[src/rtl/wdog_pkg.sv]
package wdog_pkg;
  localparam int DATA_W = 32;
  localparam int CTRL_W = 2;
  localparam int OFS_LOAD = 'h000;
  localparam int OFS_CTRL = 'h008;
  localparam int OFS_ACK  = 'h00C;
  localparam int OFS_LOCK = 'hC00;
  localparam logic [DATA_W-1:0] UNLOCK_KEY = 32'h1ACC_E551;

  // strobes from the register file to the counter datapath
  typedef struct packed {
    logic              reload;
    logic              clearIrq;
    logic [DATA_W-1:0] reloadVal;
  } wdogStrobeT;
endpackage

[src/rtl/wdog_regs.sv]
module wdog_regs
  import wdog_pkg::*;
#(
  parameter int ADDR_W = 12
) (
  input  logic              clk,
  input  logic              rstN,
  input  logic [ADDR_W-1:0] busAddr,
  input  logic              busWe,
  input  logic [DATA_W-1:0] busWdata,
  output logic [DATA_W-1:0] busRdata,
  output wdogStrobeT        stb,
  output logic              cntEn,
  output logic              rstEn,
  output logic [DATA_W-1:0] loadVal
);
  localparam logic [ADDR_W-1:0] A_LOAD = ADDR_W'(OFS_LOAD);
  localparam logic [ADDR_W-1:0] A_CTRL = ADDR_W'(OFS_CTRL);
  localparam logic [ADDR_W-1:0] A_ACK  = ADDR_W'(OFS_ACK);
  localparam logic [ADDR_W-1:0] A_LOCK = ADDR_W'(OFS_LOCK);

  logic [DATA_W-1:0] loadReg;
  logic [CTRL_W-1:0] ctrlReg;
  logic              locked;
  logic              hitLoad, hitCtrl, hitAck, hitLock;
  logic              wrOpen;

  assign hitLoad = (busAddr == A_LOAD);
  assign hitCtrl = (busAddr == A_CTRL);
  assign hitAck  = (busAddr == A_ACK);
  assign hitLock = (busAddr == A_LOCK);
  assign wrOpen  = busWe && !locked;

  always_ff @(posedge clk) begin
    if (!rstN) begin
      loadReg <= '1;
      ctrlReg <= '0;
      locked  <= 1'b1;
    end else begin
      if (busWe && hitLock) locked <= (busWdata != UNLOCK_KEY);
      if (wrOpen && hitLoad) loadReg <= busWdata;
      if (wrOpen && hitCtrl) ctrlReg <= busWdata[CTRL_W-1:0];
    end
  end

  always_comb begin
    stb.reload    = wrOpen && (hitLoad || hitAck);
    stb.clearIrq  = wrOpen && hitAck;
    stb.reloadVal = hitLoad ? busWdata : loadReg;
  end

  assign cntEn   = ctrlReg[0];
  assign rstEn   = ctrlReg[1];
  assign loadVal = loadReg;

  always_comb begin
    busRdata = '0;
    if (hitLoad)      busRdata = loadReg;
    else if (hitCtrl) busRdata = DATA_W'(ctrlReg);
    else if (hitLock) busRdata = DATA_W'(locked);
  end

  AST_LOCKED_LOAD_HOLDS: assert property (@(posedge clk) disable iff (!rstN)
    locked |=> $stable(loadReg));
  AST_LOCKED_CTRL_HOLDS: assert property (@(posedge clk) disable iff (!rstN)
    locked |=> $stable(ctrlReg));
  AST_KEY_OPENS: assert property (@(posedge clk) disable iff (!rstN)
    (busWe && hitLock && busWdata == UNLOCK_KEY) |=> !locked);
  AST_OTHER_CLOSES: assert property (@(posedge clk) disable iff (!rstN)
    (busWe && hitLock && busWdata != UNLOCK_KEY) |=> locked);
endmodule

[src/rtl/wdog_datapath.sv]
module wdog_datapath
  import wdog_pkg::*;
(
  input  logic              clk,
  input  logic              rstN,
  input  logic              tickEn,
  input  wdogStrobeT        stb,
  input  logic              cntEn,
  input  logic              rstEn,
  input  logic [DATA_W-1:0] loadVal,
  output logic              irqPending,
  output logic              rstReq
);
  logic [DATA_W-1:0] count;
  logic              atZero;
  logic              expire;

  assign atZero = (count == '0);
  assign expire = !stb.reload && cntEn && tickEn && atZero;

  always_ff @(posedge clk) begin
    if (!rstN) begin
      count <= '1;
    end else if (stb.reload) begin
      count <= stb.reloadVal;
    end else if (cntEn && tickEn) begin
      count <= atZero ? loadVal : count - 1'b1;
    end
  end

  always_ff @(posedge clk) begin
    if (!rstN) begin
      irqPending <= 1'b0;
      rstReq     <= 1'b0;
    end else begin
      if (stb.clearIrq)                irqPending <= 1'b0;
      else if (expire && !irqPending)  irqPending <= 1'b1;
      if (expire && irqPending && rstEn) rstReq <= 1'b1;
    end
  end

  AST_RST_STICKY: assert property (@(posedge clk) disable iff (!rstN)
    rstReq |=> rstReq);
  AST_RST_AFTER_IRQ: assert property (@(posedge clk) disable iff (!rstN)
    $rose(rstReq) |-> $past(irqPending));
  AST_ACK_CLEARS: assert property (@(posedge clk) disable iff (!rstN)
    stb.clearIrq |=> !irqPending);
  AST_HALT_HOLDS: assert property (@(posedge clk) disable iff (!rstN)
    (!cntEn && !stb.reload) |=> $stable(count));
  AST_EXPIRY_RELOADS: assert property (@(posedge clk) disable iff (!rstN)
    expire |=> (count == $past(loadVal)));
endmodule

[src/rtl/wdog_timer.sv]
module wdog_timer
  import wdog_pkg::*;
#(
  parameter int ADDR_W = 12
) (
  input  logic              clk,
  input  logic              rstN,
  input  logic              tickEn,
  input  logic [ADDR_W-1:0] busAddr,
  input  logic              busWe,
  input  logic [DATA_W-1:0] busWdata,
  output logic [DATA_W-1:0] busRdata,
  output logic              irqOut,
  output logic              rstReqOut
);
  wdogStrobeT        stb;
  logic              cntEn, rstEn;
  logic [DATA_W-1:0] loadVal;

  wdog_regs #(.ADDR_W(ADDR_W)) regs_i (
    .clk(clk), .rstN(rstN), .busAddr(busAddr), .busWe(busWe),
    .busWdata(busWdata), .busRdata(busRdata), .stb(stb),
    .cntEn(cntEn), .rstEn(rstEn), .loadVal(loadVal)
  );

  wdog_datapath dp_i (
    .clk(clk), .rstN(rstN), .tickEn(tickEn), .stb(stb),
    .cntEn(cntEn), .rstEn(rstEn), .loadVal(loadVal),
    .irqPending(irqOut), .rstReq(rstReqOut)
  );
endmodule

[config.mk]
export PLATFORM = sky130hd
export DESIGN_NAME = wdog_timer
export DESIGN_NICKNAME = d
export VERILOG_FILES = /design/src/rtl/wdog_pkg.sv /design/src/rtl/wdog_regs.sv /design/src/rtl/wdog_datapath.sv /design/src/rtl/wdog_timer.sv
export SDC_FILE = /design/constraint.sdc
export NUM_CORES = 1
export LEC_CHECK = 0
export ABC_AREA = 1
export BUFFER_PORTS_ARGS = -buffer_cell sky130_fd_sc_hd__buf_2
export CORE_UTILIZATION = 50
export CTS_CLUSTER_DIAMETER = 200
export CTS_CLUSTER_SIZE = 30
export DETAILED_ROUTE_END_ITERATION = 8
export PLACE_DENSITY = 0.75
export REMOVE_ABC_BUFFERS = 1
export SETUP_SLACK_MARGIN = 0.15
export SYNTH_ARGS = -nofsm -noshare
export SYNTH_HDL_FRONTEND = slang
export SYNTH_SLANG_ARGS = --single-unit
[constraint.sdc]
create_clock -name clk -period 1.4 [get_ports clk]
set_input_delay 0.14 -clock clk [delete_from_list [all_inputs] [get_ports clk]]
set_output_delay 0.14 -clock clk [all_outputs]
set_load 0.05 [all_outputs]
# After elaboration in Yosys (flattened, before gate mapping)
# Index checks and enable logic that the tools add are counted.
[op_classes]
addsub = 1
n_eq_ne = 4
n_mux = 7
n_bitwise = 1
n_reduce_logical = 21
[ops]
columns = ["cell", "n"]
rows = [
  ["2-to-1 mux 32 bit", 6],
  ["zero test 32 bit", 1],
  ["!= test 32 x 29 -> 1 bit, second input constant", 1],
  ["subtractor 32 x 1 -> 32 bit, second input constant", 1],
  ["== test 12 x 4 -> 1 bit, second input constant", 2],
  ["logical AND 1 bit", 13],
  ["== test 12 bit, second input constant", 1],
  ["zero test 12 bit", 1],
  ["zero test 1 bit", 3],
  ["nonzero test 2 bit", 1],
  ["OR reduction 2 bit", 1],
  ["logical OR 1 bit", 1],
  ["2-to-1 mux 1 bit", 1],
  ["NOT 1 bit", 1],
]
[totals]
register_bits = 69
in_bits = 48
out_inout_bits = 34

# Depth between registers and ports, before layout
[depth]
ltp_word = 9
ltp_mapped = 13
ltp_nobuf = 11

# Hierarchy
# A second synthesis with hierarchy kept.
[unflattened]
hier_cells = 904
area_unflattened_um2 = 5123.7
[by_module_without_submodules]
columns = ["mod", "instances", "cells_per_inst", "area_each_um2", "seq_area_each_um2"]
rows = [
  ["wdog_datapath", 1, 524, 2935.3, 680.7],
  ["wdog_regs", 1, 380, 2188.3, 700.7],
]

# Least setup slack after synthesis
# Ideal clock, no wire load.
[synth_path]
path_kind = "in2out"
start = "input busAddr[9]"
end = "output busRdata[1]"
t_arrival_ns = 1.873
required_time_ns = 1.260
path_slack_ns = -0.613
cell_stages = 6
cell_sequence = "nor2_2 -> nand2_1 -> nor2_4 -> buf_6 -> nand2_1 -> o32ai_1"
[synth_between]
elab_chain_cells = 3
elab_cells_between_ends = 4
cone_classes = "1 x eq/ne; 2 x mux; 1 x reduce/logical"
[synth_rtl]
columns = ["element", "line_no", "text"]
rows = [
  ["from (decl)", "wdog_timer.sv:9", "input logic [ADDR_W-1:0] busAddr,"],
  ["== test 12 x 4 -> 1 bit", "wdog_regs.sv:29", "assign hitCtrl = (busAddr == A_CTRL);"],
  ["2-to-1 mux 32 bit", "wdog_regs.sv:59", "else if (hitCtrl) busRdata = DATA_W'(ctrlReg);"],
  ["2-to-1 mux 32 bit *", "wdog_regs.sv:58", "if (hitLoad) busRdata = loadReg;"],
  ["to (decl)", "wdog_timer.sv:12", "output logic [DATA_W-1:0] busRdata,"],
]
# Mark *: on every way between the ends. The rest lies on a longest branch, timed or not.

# Worst setup path after layout
[layout_path]
start = "register dp_i.count[10]"
end = "register dp_i.count[24]"
[layout_between]
elab_chain_cells = 4
elab_cells_between_ends = 5
cone_classes = "1 x add/sub; 3 x mux; 1 x reduce/logical"
[layout_rtl]
columns = ["element", "line_no", "text"]
rows = [
  ["from (decl)", "wdog_datapath.sv:14", "logic [DATA_W-1:0] count;"],
  ["from (signal assigned)", "wdog_datapath.sv:25", "count <= stb.reloadVal;"],
  ["from (signal assigned)", "wdog_datapath.sv:27", "count <= atZero ? loadVal : count - 1'b1;"],
  ["subtractor 32 x 1 -> 32 bit / zero test 32 bit (equally long branches)", "wdog_datapath.sv:27, wdog_datapath.sv:18", ""],
  ["2-to-1 mux 32 bit *", "wdog_datapath.sv:27", ""],
  ["2-to-1 mux 32 bit *", "wdog_datapath.sv:26", "end else if (cntEn && tickEn) begin"],
  ["2-to-1 mux 32 bit *", "wdog_datapath.sv:24", "end else if (stb.reload) begin"],
]
# Mark *: on every way between the ends. The rest lies on a longest branch, timed or not. The select of a mux whose other input is x is not followed.
# A chain may end at the register's enable or synchronous reset.

==> results.py <==
metrics = {
    "placed_design": {
        "gp_congestion": 0.980,
        "place_ws_ns": -0.280,
        "place_hpwl_um": 10700,
        "port_buffers": 81,
    },
    "logic_synthesis": {
        "ys_ff_latch": 69,
        "ys_seq_area_share_pct": 27.8,
        "syn_inst": 872,
        "ys.warnings.count": 0,
        "syn_area_per_cell_um2": 5.70,
        "synth.distinct_cells": 31,
        "synthesis.area_um2": 4970,
    },
    "worst_setup_path": {
        "end_kind": "flip-flop",
        "cp.arrival_ns": 1.99,
        "critical_path_required_ns": 1.66,
        "crit_type": "reg -> reg",
        "cp-start-kind": "flip-flop",
        "worst-path-max-fanout": 2,
    },
    "drt": {
        "wl_met2_um": 10300,
        "wl_met3_um": 2250,
        "dr.pass1.iters": 6,
        "wl_per_cell_um": 18.1,
        "route.top_layer_used": "met4",
        "num_vias": 7052,
        "drc": 0,
        "wl_met1_um": 8060,
        "totalWireLength_um": 22000,
        "ant_nets": 0,
        "vias_per_cell": 5.81,
        "drt_iter0_drc": 830,
    },
    "clock_network": {
        "clockRootBuffer": "clkbuf_8",
        "cts_tree": "built",
        "cts_hold_buf": 0,
        "cts.clk_slew.worst_paths_ns": 0.08,
        "h-tree-depth": 3,
        "clockBufferDepth": 2,
        "clk_latency_ns": 0.37,
        "cts_num_sinks": 69,
        "numCtsBuffers": 9,
    },
    "grt": {
        "first_global_vias": 6373,
        "antenna_found_initial": 0,
        "grt_start_max_net_pins": 33,
        "grt_remaining_overflow": 0,
        "grt_pass1_wl_um": 29900,
        "grt_util_all_layers_pct": 37.4,
    },
    "timing": {
        "fin_skew_ns": 0.00789,
        "fmax_mhz": 579,
        "slew_headroom_pct": 66.0,
        "drv_slew": 0,
        "rsz0062_at_grt": "yes",
        "setup_viol": 67,
        "worstMarginPinSlew_ns": 0.505,
        "hold_viol_final": 0,
        "min_period_ns": 1.73,
        "final.setup.worst_slack_ns": -0.327,
        "fin_crit_sh_pct": 123,
    },
    "layout": {
        "n_antenna_cell": 0,
        "area_delta_synth_final_pct": 62.2,
        "nFillCells": 530,
        "drive_above_1_share_pct": 38.0,
        "final_core_util_pct": 83.2,
        "fin_nets": 1125,
    },
    "floorplanning": {
        "num_io_pins": 82,
        "start_util_pct": 51.3,
        "core_area_um2": 9680,
        "rows": 36,
        "die_w_um": 102,
        "die_h_um": 102,
        "die_area_um2": 10300,
    },
    "status": {
        "run_status": "finished, violations left",
        "failed_checks": "setup timing",
    },
    "power": {
        "p_leak_nw": 4.14,
        "p_per_area_nw_per_um2": 475,
        "ir_drop_mv": 0.366,
    },
    "run": {
        "cap_violations": 0,
    },
    "min_path": {
        "hp-class": "in -> reg",
    },
}
metrics by stage:
stage          TNS, ns  hold WS [ns]  cells  power [mW]  area, µm²
2_1_floorplan   -44.93         0.224    833        2.08       4720
3_3_place_gp    -11.66         0.390   1157        2.21       6230
3_5_place_dp    -13.47         0.396   1157        2.21       6230
4_1_cts          -6.54        0.0183   1206        3.77       7600
5_1_grt         -15.47        0.0222   1213        3.91       8060
6_report        -10.68        0.0243   1213        3.83       8060
path summary, 6_finish.rpt:
path / startpoint / end / slack, ns / cells past startpoint
setup / recovery: dp_i.count[10] / dp_i.count[24] / -0.33 / 12
hold / removal: busWdata[31] / regs_i.loadVal[31] / 0.02 / 3
setup reg to reg: dp_i.count[10] / dp_i.count[24] / -0.33 / 12
hold reg to reg: regs_i.loadVal[6] / regs_i.loadVal[6] / 0.50 / 2
kinds of logic after synthesis:
family,Yosys count,share of synthesized area [%]
AND/OR/NAND/NOR,553,45.7
buffers and inverters,151,13.4
AO/OA/AOI/OAI,87,10.8
flip-flops,69,27.8
XOR/XNOR,10,1.76
adder cells (fa/ha/maj),2,0.504
metal layers:
layer,track usage (%),up-vias
met4,21.5,0
met2,62.4,547
met3,7.04,146
met5,0,-
met1,44.9,3232
li1,-,3127
area by class of cell:
class	instances	area (µm²)	area share (%)
clock buffer	12	155	1.93
clock inverter	4	22.5	0.280
inverter	112	437	5.42
multi-input combinational	652	3620	44.9
sequential	69	1390	17.3
tap	133	166	2.07
timing repair buffer	230	2260	28.0
timing repair inverter	1	5.00	0.0621
Yosys cell counts (all sizes together):
cell,n,area (µm²)
and3,1,6.26
nor4,8,50.1
dfxtp,69,1380
buf,28,204
o32ai,1,8.76
a21oi,4,20.0
nor2,174,686
and2,9,56.3
nand3,67,340
o211ai,37,278
inv,111,417
o21ai,42,210
a211oi,2,15.0
ha,2,25.0
nor3,1,5.00
clkinv,1,3.75
xor2,10,87.6
nand4,6,37.5
nand2,287,1090
clkbuf,11,41.3
a31oi,1,6.26
worst max-delay path: stages, from the launching register on:
cell and delay [ns]:
dfxtp_1 0.32, nor2_1 0.19, nand2_2 0.12, buf_4 0.16
inv_1 0.06, nand2_1 0.07, nor2_1 0.21, buf_4 0.17
nand2_1 0.04, nand2_1 0.05, nand3_1 0.10, nand2_2 0.09
nand2_1 0.05
sequential cells by signal, indices dropped and copies added (netlist names):
name and count:
regs_i.locked 1, dp_i.count 32, dp_i.rstReq 1, regs_i.loadVal 32, regs_i.ctrlReg 2, dp_i.irqPending 1
layout by cell type, fill, tap and decap left out, drive strengths merged:
cell	instances
clkinv	4
clkbuf	14
clkinvlp	2
nor4	8
a31oi	1
nand3	67
nor2	174
and3	1
o211ai	37
nor3	1
a21oi	4
dfxtp	69
nand4	6
bufbuf	2
ha	2
nand2	287
xor2	10
o21ai	42
and2	9
a211oi	2
buf	226
inv	111
o32ai	1
where the power goes:
part	internal [mW]	total [mW]	switching, mW
sequential	1.96	1.96	0.00000868
combinational	0.112	0.268	0.156
clock	0.733	1.60	0.868
timing repair:
| action | 4_1_cts | 5_1_grt |
|---|---|---|
| gates cloned | 10 | 4 |
| setup buffers | 23 | 3 |
| setup endpoints to repair | 98 | 98 |
| pin swaps | 28 | 20 |
| resized for setup | 221 | 115 |
Power figures use the tool's default switching activity.
